--- src/rtl/lp_sdram_pwr_seq.sv ---
`timescale 1ns/1ps
module lp_sdram_pwr_seq #(
  parameter int T_RC   = 7,
  parameter int T_RP   = 3,
  parameter int T_MRD  = 2,
  parameter int T_REF  = 15600,
  parameter int ADDR_W = 12,
  parameter int OWED_W = 3
) (
  input  logic              clk,
  input  logic              rst_n,
  input  logic              refresh_tick,
  input  logic              sleep_req,
  input  logic              idle_req,
  input  logic              deep_req,
  input  logic              access_req,
  input  logic              banks_open,
  input  logic [1:0]        temp_range,
  input  logic [2:0]        pasr_sel,
  output logic              cs_n,
  output logic              ras_n,
  output logic              cas_n,
  output logic              we_n,
  output logic              cke,
  output logic [ADDR_W-1:0] addr,
  output logic [1:0]        ba,
  output logic              ready,
  output logic              data_lost
);
  localparam int WMAX   = (T_RC > T_RP) ? ((T_RC > T_MRD) ? T_RC : T_MRD)
                                        : ((T_RP > T_MRD) ? T_RP : T_MRD);
  localparam int WAIT_W = $clog2(WMAX + 1);
  localparam int PD_W   = $clog2(T_REF + 1);

  typedef enum logic [2:0] {S_IDLE, S_GO, S_SRE, S_SR, S_PD, S_DPD} state_t;
  typedef enum logic [2:0] {G_NONE, G_REF, G_DPD, G_SREF, G_PD} goal_t;

  state_t            state;
  goal_t             goal_q, goal_pick, goal_run;
  logic [WAIT_W-1:0] wait_cnt;
  logic [PD_W-1:0]   pd_cnt;
  logic [OWED_W-1:0] owed;

  always_comb begin
    if (owed != '0)      goal_pick = G_REF;
    else if (access_req) goal_pick = G_NONE;
    else if (deep_req)   goal_pick = G_DPD;
    else if (sleep_req)  goal_pick = G_SREF;
    else if (idle_req)   goal_pick = G_PD;
    else                 goal_pick = G_NONE;
  end

  logic wait_done, idle_fire, start_pre, run_goal, ar_now;
  logic pd_deadline, pd_exit, sr_exit, dpd_exit, owed_clr, owed_inc;

  assign wait_done   = (wait_cnt == '0);
  assign idle_fire   = (state == S_IDLE) && wait_done && (goal_pick != G_NONE);
  assign start_pre   = idle_fire && banks_open;
  assign run_goal    = (idle_fire && !banks_open) || ((state == S_GO) && wait_done);
  assign goal_run    = (state == S_GO) ? goal_q : goal_pick;
  assign ar_now      = run_goal && (goal_run == G_REF);
  assign pd_deadline = (pd_cnt == PD_W'(T_REF - 1));
  assign pd_exit     = access_req || !idle_req || refresh_tick || (owed != '0) || pd_deadline;
  assign sr_exit     = access_req || !sleep_req;
  assign dpd_exit    = access_req || !deep_req;
  assign owed_clr    = (state == S_SR) || (state == S_DPD) || ((state == S_SRE) && wait_done)
                     || (run_goal && (goal_run == G_DPD));
  assign owed_inc    = (refresh_tick || ((state == S_PD) && pd_deadline)) && (owed != '1);
  assign ready       = (state == S_IDLE) && wait_done && cke;

  always_ff @(posedge clk) begin
    if (!rst_n)        owed <= '0;
    else if (owed_clr) owed <= '0;
    else               owed <= owed + OWED_W'(owed_inc) - OWED_W'(ar_now);
  end

  always_ff @(posedge clk) begin
    if (!rst_n) begin
      state     <= S_IDLE;
      goal_q    <= G_NONE;
      wait_cnt  <= '0;
      pd_cnt    <= '0;
      cs_n      <= 1'b0;
      ras_n     <= 1'b1;
      cas_n     <= 1'b1;
      we_n      <= 1'b1;
      cke       <= 1'b1;
      addr      <= '0;
      ba        <= '0;
      data_lost <= 1'b0;
    end else begin
      cs_n  <= 1'b0;
      ras_n <= 1'b1;
      cas_n <= 1'b1;
      we_n  <= 1'b1;
      addr  <= '0;
      ba    <= '0;
      if (!wait_done) wait_cnt <= wait_cnt - 1'b1;
      case (state)
        S_IDLE: if (start_pre) begin
          ras_n    <= 1'b0;
          we_n     <= 1'b0;
          addr     <= ADDR_W'(1) << 10;
          wait_cnt <= WAIT_W'(T_RP - 1);
          goal_q   <= goal_pick;
          state    <= S_GO;
        end
        S_SRE: if (wait_done) begin
          ras_n <= 1'b0;
          cas_n <= 1'b0;
          cke   <= 1'b0;
          state <= S_SR;
        end
        S_SR: if (sr_exit) begin
          cke      <= 1'b1;
          wait_cnt <= WAIT_W'(T_RC - 1);
          state    <= S_IDLE;
        end
        S_PD: begin
          pd_cnt <= pd_cnt + 1'b1;
          if (pd_exit) begin
            cke   <= 1'b1;
            state <= S_IDLE;
          end
        end
        S_DPD: if (dpd_exit) begin
          cke   <= 1'b1;
          state <= S_IDLE;
        end
        default: ;
      endcase
      if (run_goal) begin
        state <= S_IDLE;
        case (goal_run)
          G_REF: begin
            ras_n    <= 1'b0;
            cas_n    <= 1'b0;
            wait_cnt <= WAIT_W'(T_RC - 1);
          end
          G_SREF: begin
            ras_n    <= 1'b0;
            cas_n    <= 1'b0;
            we_n     <= 1'b0;
            ba       <= 2'b10;
            addr     <= ADDR_W'({temp_range, pasr_sel});
            wait_cnt <= WAIT_W'(T_MRD - 1);
            state    <= S_SRE;
          end
          G_PD: begin
            cke    <= 1'b0;
            pd_cnt <= '0;
            state  <= S_PD;
          end
          G_DPD: begin
            we_n      <= 1'b0;
            cke       <= 1'b0;
            data_lost <= 1'b1;
            state     <= S_DPD;
          end
          default: ;
        endcase
      end
    end
  end

  AST_QUIET_WHILE_WAIT: assert property (@(posedge clk) disable iff (!rst_n) (wait_cnt != '0) |=> ({ras_n, cas_n, we_n} == 3'b111));
  AST_LOW_CKE_QUIET: assert property (@(posedge clk) disable iff (!rst_n) (!cke && $past(!cke)) |-> ({ras_n, cas_n, we_n} == 3'b111));
  AST_PD_WITHIN_LIMIT: assert property (@(posedge clk) disable iff (!rst_n) (state == S_PD) |-> (pd_cnt < PD_W'(T_REF)));
  AST_LOST_STICKY: assert property (@(posedge clk) disable iff (!rst_n) data_lost |=> data_lost);
  AST_READY_AWAKE: assert property (@(posedge clk) disable iff (!rst_n) ready |-> cke);
endmodule

--- config.mk ---
export PLATFORM = sky130hd
export DESIGN_NAME = lp_sdram_pwr_seq
export DESIGN_NICKNAME = d
export VERILOG_FILES = /design/src/rtl/lp_sdram_pwr_seq.sv
export SDC_FILE = /design/constraint.sdc
export NUM_CORES = 1
export LEC_CHECK = 0
export CAP_MARGIN = 15
export CORE_MARGIN = 4
export CORE_UTILIZATION = 30
export CTS_CLUSTER_DIAMETER = 200
export CTS_CLUSTER_SIZE = 20
export DETAILED_ROUTE_END_ITERATION = 10
export HOLD_SLACK_MARGIN = 0.05
export SYNTH_ARGS = -nofsm -noshare
export SYNTH_HDL_FRONTEND = slang
export SYNTH_SLANG_ARGS = --single-unit
--- constraint.sdc ---
create_clock -name clk -period 2.8 [get_ports clk]
set_input_delay 0.28 -clock clk [delete_from_list [all_inputs] [get_ports clk]]
set_output_delay 0.28 -clock clk [all_outputs]
set_load 0.05 [all_outputs]
==> reports/metrics.cfg, run 1 <==
[worst_setup_path]
cp-start-kind=flop
slowest_stage=or3b_4
path_cells=inv_2 -> ha_4 -> or3b_4 -> a211oi_4 -> nand4_1 -> a211oi_2 -> ha_1 -> inv_1 -> ha_2 -> inv_2 -> fa_2 -> xor2_1 -> xnor2_1 -> nor2_1
arrival_ps=3060
crit_type=reg -> reg
max_stage_delay_ps=390
path_common_cell=inv_2
worstPathRequired_ps=2980
crit_fanout=2
endpoint_kind=flop

[grt]
track_usage_pct=12.2
grt_pass1_wl_um=8170
globalRouteOverflowTotal=0
grt_max_degree=15
first_global_vias=1737
antenna_found_initial=0

[route]
vias=1799
first_pass_iters=5
viasPerCell=4.89
drt.antenna.violating_nets=0
routed_wl_um=4720
drtIter0Drc=79
drc=0
wl_per_cell_um=12.8

[floorplan]
start_util_pct=31.5
row_count=29
pin_count=34
dieArea_sq_um=8170
fp.dieH_um=90.4
core_area_sq_um=6460
dieWidth_um=90.4

[timing]
slew_headroom_pct=59.2
slew_viol_final=0
period_share_pct=103
finClkSkew_ps=7.22
fin_ws_ps=-78.6
rsz0062_at_grt=yes
worstMarginPinSlew_ps=603
period_needed_ps=2880
tns_ps=-78.6
setup-violations-final=1
clock.fmax_mhz=347
hold_viol_final=0

[logic_synthesis]
synth_async_sr_flop_share_pct=0
synth.area.top_cells=dfxtp_1 (37%), nor2_1 (5.2%), xnor2_1 (3.4%), xor2_1 (3.4%), ha_1 (3.1%)
yosysMostFrequentCell=dfxtp_1
synth-seq-cells=38
yosysTopAreaCell=dfxtp_1
netlist.area_leader.share_pct=37.4
netlist_instances=235
synthFlopType=dfxtp_1
yosysWarningCount=0
synth_edf_count=0
syn_avg_cell_area_sq_um=8.66
ys_seq_area_share_pct=37.4
yosysUniqueCellTypes=55
netlist_area_sq_um=2040
synth_common_cells=dfxtp_1 (38), nor2_1 (28), inv_1 (14)

[final_layout]
final_cells=368
area_delta_synth_final_pct=31.2
diodes=0
layout.nets=309
final_layout_size_suffix_gt1_share_pct=19.6

[clock_tree]
cts_max_level=2
cts_max_path_buffers=2
cts_inserted_buffers=5
cts_tree=built
root_buffer=clkbuf_8
clkLatencyLatePin_ps=290
clkSinkCount=38
hold_buffers=0
path_clk_slew_ps=80

[power]
internal-power_mw=1.33
combPwrFrac_pct=51.0
powerDensity_nw_per_um2=824
leakagePower_nw=1.03
netSwitchingFraction_pct=39.4
p_sw_uw=866
ir_drop_mv=0.220
clkPwrFrac_pct=18.0
p_seq_share_pct=31.0

[placed_design]
gp_congestion=0.877
io_buffers=25
placed_cells=352
hpwlAfterDp_um=3560

[job]
max_cap_violations=0

[worst_hold_path]
hold_path_class=reg -> reg

[run_status]
outcome=complete, but fails checks
violations=negative setup slack

==> final cells by class <==
cell class	count	area, sq um
fillers	649	3790
multi-input cells	175	1180
flip-flops and latches	38	762
repair buffers	55	475
well taps	77	96.3
clock buffers	6	82.6
inverters	15	56.3
clock inverters	2	12.5
==> state kept, by name, summed over array words and instances (netlist names) <==
signal,count
goal_q,3
addr,6
cas_n,1
pd_cnt,14
ba,1
owed,3
cke,1
wait_cnt,3
ras_n,1
we_n,1
data_lost,1
state,3
==> cell families (layout without fill, tap and decap cells) <==
| kind of cell | Yosys count | in the layout | share of synthesized area, % |
|---|---|---|---|
| adder cells (fa/ha/maj) | 6 | 6 | 4.06 |
| multiplexers | 4 | 4 | 1.97 |
| other | 1 | 8 | 0.184 |
| flip-flops | 38 | 38 | 37.4 |
| AND/OR/NAND/NOR | 104 | 104 | 28.8 |
| XOR/XNOR | 16 | 16 | 6.88 |
| buffers and inverters | 29 | 78 | 7.44 |
| AO/OA/AOI/OAI | 37 | 37 | 13.3 |
==> metrics by stage <==
step	hold WS [ps]	setup slack (ps)	utilization (%)	total power, mW	cell area [sq um]
after global placement	444	-43.4	38.7	1.70	2500
after floorplan	402	-42.3	-	1.37	2080
after global routing	521	-251	41.3	2.36	2670
after CTS	453	7.31	41.3	2.20	2670
after detailed placement	445	-127	38.7	1.71	2500
final	450	-78.6	41.3	2.20	2670
==> worst paths after layout <==
kind,slack [ps],to,depth (start not counted),startpoint
setup / recovery,-80,owed[2]$_SDFF_PP0_,14,wait_cnt[1]$_SDFF_PN0_
hold / removal,450,data_lost$_SDFFE_PN0P_,2,data_lost$_SDFFE_PN0P_
setup reg to reg,-80,owed[2]$_SDFF_PP0_,14,wait_cnt[1]$_SDFF_PN0_
hold reg to reg,450,data_lost$_SDFFE_PN0P_,2,data_lost$_SDFFE_PN0P_
==> power groups by stage <==
stage / Sequential [mW] / Clock [mW] / Combinational, mW
floorplan: 0.752 / 0 / 0.622
global placement: 0.690 / 0 / 1.01
global route: 0.692 / 0.432 / 1.23
detailed placement: 0.692 / 0 / 1.02
CTS: 0.682 / 0.415 / 1.11
finish: 0.681 / 0.397 / 1.12
==> what timing repair did <==
action                                  in CTS  in global routing
gates resized for setup                      3                  4
setup buffers                                8                  2
endpoints found under the setup margin       1                  7
pin swaps                                    5                  6
endpoints found under the hold margin        0                  0
==> critical path: cells and delay by family, from the launching register on <==
| kind | cells | cell delay, ps |
|---|---|---|
| AO/OA/AOI/OAI | 2 | 450 |
| XOR/XNOR | 2 | 310 |
| adder cells (fa/ha/maj) | 4 | 870 |
| buffers and inverters | 3 | 170 |
| flip-flops | 1 | 330 |
| AND/OR/NAND/NOR | 3 | 620 |
==> per-layer routing <==
metal | share of wire [%] | vias to the layer above | track usage (%)
met5 | 0 | - | 0
met4 | 2.1 | 0 | 4.59
met3 | 2.9 | 11 | 2.83
met2 | 51 | 25 | 21.4
met1 | 44 | 842 | 14.3
li1 | - | 921 | -
==> placed cells by master, fill, tap and decap left out, types with 2 or more instances in the layout <==
cell type / n
nand4_1: 7
nor4_1: 2
ha_1: 3
clkdlybuf4s50_1: 25
nand2b_1: 3
o31ai_1: 3
inv_1: 11
nor2b_1: 2
nor2_1: 28
xnor2_1: 8
buf_4: 30
or2_2: 2
mux2i_1: 4
xor2_1: 8
nand3_1: 11
nor3b_1: 2
conb_1: 8
a31oi_1: 2
or3b_1: 2
nand2_1: 12
inv_2: 3
or4b_1: 2
o32ai_1: 2
a21oi_1: 7
o21ai_0: 6
clkbuf_8: 6
and3_1: 6
and2_1: 7
dfxtp_1: 37
nor3_1: 7
a21o_1: 2
(Power assumes the default switching activity.)
==> run 2, diff against run 1 <==
- TNS_END_PERCENT: unset -> 5
==> run 2 against run 1 <==
  * The flow still finishes with violations (negative setup slack)
  * Largest power group unchanged
  * Largest cell class unchanged
  * Clock-buffer cell count unchanged
  * Critical path depth did not move
  * Clock power hardly changed
  * Global-route usage is the same
  * Setup slack better by 0.83 ps
  * Final area is 0.94% higher
  * Register-to-register slack about the same
  * Utilization rose by 0.39 points
  * Highest routed layer unchanged
  * Fmax hardly changed
  * Worst hold slack barely moved
  * Flip-flop and latch count unchanged
  * Clock skew is essentially flat
==> reports/metrics.cfg, run 2 (same netlist as run 1, synthesis figures left out) <==
[run_status]
outcome=complete, but fails checks
violations=negative setup slack

[timing]
period_needed_ps=2880  ; -0.832 ps
slew_headroom_pct=59.2  ; -0.065 points
holdWs_ps=450  ; -0.0470 ps
setup-violations-final=5  ; +4
fin_ws_ps=-77.7  ; +0.832 ps
slew_viol_final=0  ; unchanged
clock.fmax_mhz=347  ; about the same
finClkSkew_ps=7.30  ; +0.0887 ps
hold_viol_final=0  ; unchanged
rsz0062_at_grt=yes
period_share_pct=103  ; about the same
worstMarginPinSlew_ps=604  ; +0.968 ps

[final_layout]
layout.nets=311  ; +0.65%
largestRegisters=pd_cnt x14, addr x6
largest_reg_flops=14  ; unchanged
fin_util_pct=41.7  ; +0.39 points
final_common_cell=dfxtp_1
layout_common_cells=dfxtp_1 (37), buf_4 (31), nor2_1 (28)
diodes=0  ; unchanged
area_delta_synth_final_pct=32.4
final_cells=370  ; +0.54%
top_register=pd_cnt
final_layout_size_suffix_gt1_share_pct=20.5  ; +0.89 points

[clock_tree]
clkSinkCount=38  ; unchanged
hold_buffers=0  ; unchanged
cts_max_path_buffers=2  ; unchanged
cts_max_level=2  ; unchanged
path_clk_slew_ps=80  ; about the same
cts_tree=built
root_buffer=clkbuf_8
clkLatencyLatePin_ps=290  ; about the same
cts_inserted_buffers=5  ; unchanged

[worst_hold_path]
hold_path_class=reg -> reg
whs_path_depth=2  ; unchanged

[worst_setup_path]
cp_top_family=adder cells
arrival_ps=3050  ; about the same
crit_type=reg -> reg
path_common_cell=inv_2
path_cells=inv_2 -> ha_4 -> or3b_4 -> a211oi_4 -> nand4_1 -> a211oi_2 -> ha_1 -> inv_1 -> ha_2 -> inv_2 -> fa_2 -> xor2_1 -> xnor2_1 -> nor2_1
worstPathRequired_ps=2980  ; about the same
cp.depth=14  ; unchanged
endpoint_kind=flop
r2r_cells=14  ; unchanged
slowest_stage=or3b_4
max_stage_delay_ps=390  ; about the same
cp-start-kind=flop
crit_fanout=2  ; unchanged
critical_path_buf_inv_count=3  ; unchanged

[route]
drt.antenna.violating_nets=0  ; unchanged
routed_wl_um=4750  ; +0.70%
drtIter0Drc=79  ; unchanged
drc=0  ; unchanged
wl_per_cell_um=12.8  ; +0.16%
viasPerCell=4.91  ; +0.34%
vias=1815  ; +0.89%
first_pass_iters=4  ; -1

[power]
ir_drop_mv=0.220  ; about the same
leakagePower_nw=1.05  ; +1.0%
power_mw=2.23  ; +1.4%
powerDensity_nw_per_um2=828  ; +0.47%

[floorplan]
row_count=29  ; unchanged
start_util_pct=31.5  ; unchanged
core_area_sq_um=6460  ; unchanged
dieWidth_um=90.4  ; unchanged
dieArea_sq_um=8170  ; unchanged
fp.dieH_um=90.4  ; unchanged
pin_count=34  ; unchanged

[grt]
grt_max_degree=15  ; unchanged
track_usage_pct=12.2  ; unchanged
grt_pass1_wl_um=8170  ; unchanged
globalRouteOverflowTotal=0  ; unchanged
antenna_found_initial=0  ; unchanged
first_global_vias=1737  ; unchanged

[placed_design]
io_buffers=25  ; unchanged
gp_congestion=0.877  ; unchanged
hpwlAfterDp_um=3560  ; unchanged
placed_cells=352  ; unchanged

[job]
max_cap_violations=0  ; unchanged

## run 2: final cells by class
| class | count | area, sq um |
|---|---|---|
| clock inverters | 2 | 12.5 |
| multi-input cells | 175 | 1190 |
| flip-flops and latches | 38 | 762 |
| well taps | 77 | 96.3 |
| inverters | 15 | 56.3 |
| fillers | 645 | 3760 |
| repair buffers | 57 | 494 |
| clock buffers | 6 | 82.6 |
## run 2: worst min-delay path, delay by kind of cell (launching register included)
kind                   cells  cell delay, ps
AO/OA/AOI/OAI              1              50
buffers and inverters      1              50
flip-flops                 1             310
## run 2: final timing paths
check	from	endpoint	slack, ps
setup / recovery	wait_cnt[1]$_SDFF_PN0_	owed[2]$_SDFF_PP0_	-80
hold / removal	data_lost$_SDFFE_PN0P_	data_lost$_SDFFE_PN0P_	450
setup reg to reg	wait_cnt[1]$_SDFF_PN0_	owed[2]$_SDFF_PP0_	-80
hold reg to reg	data_lost$_SDFFE_PN0P_	data_lost$_SDFFE_PN0P_	450
## run 2: repair_timing
item | CTS | global route
hold endpoints to repair | 0 | 0
gates resized for setup | 3 | 6
buffers inserted | 8 | 2
setup endpoints to repair | 1 | 7
pin swaps | 5 | 6
## run 2: metal layers
layer	vias to the layer above	GRT usage (%)	routed length [um]
met5	-	0	0
met2	26	21.4	2420
li1	922	-	-
met3	11	2.83	140
met4	0	4.59	97
met1	856	14.3	2090
## run 2: stage by stage
| stage | setup TNS, ps | area, sq um | worst slack, ps |
|---|---|---|---|
| 2_1_floorplan | -42.3 | 2080 | -42.3 |
| 3_3_place_gp | -43.4 | 2500 | -43.4 |
| 3_5_place_dp | -127 | 2500 | -127 |
| 4_1_cts | 0 | 2670 | 7.31 |
| 5_1_grt | -986 | 2700 | -251 |
| 6_report | -210 | 2700 | -77.7 |
## run 2: where the power goes
part,total (mW),leakage [nW],internal [mW],switching [mW]
clock,0.396,0.0472,0.198,0.198
combinational,1.15,0.689,0.540,0.613
sequential,0.682,0.309,0.618,0.0632
total,2.23,1.05,1.36,0.875
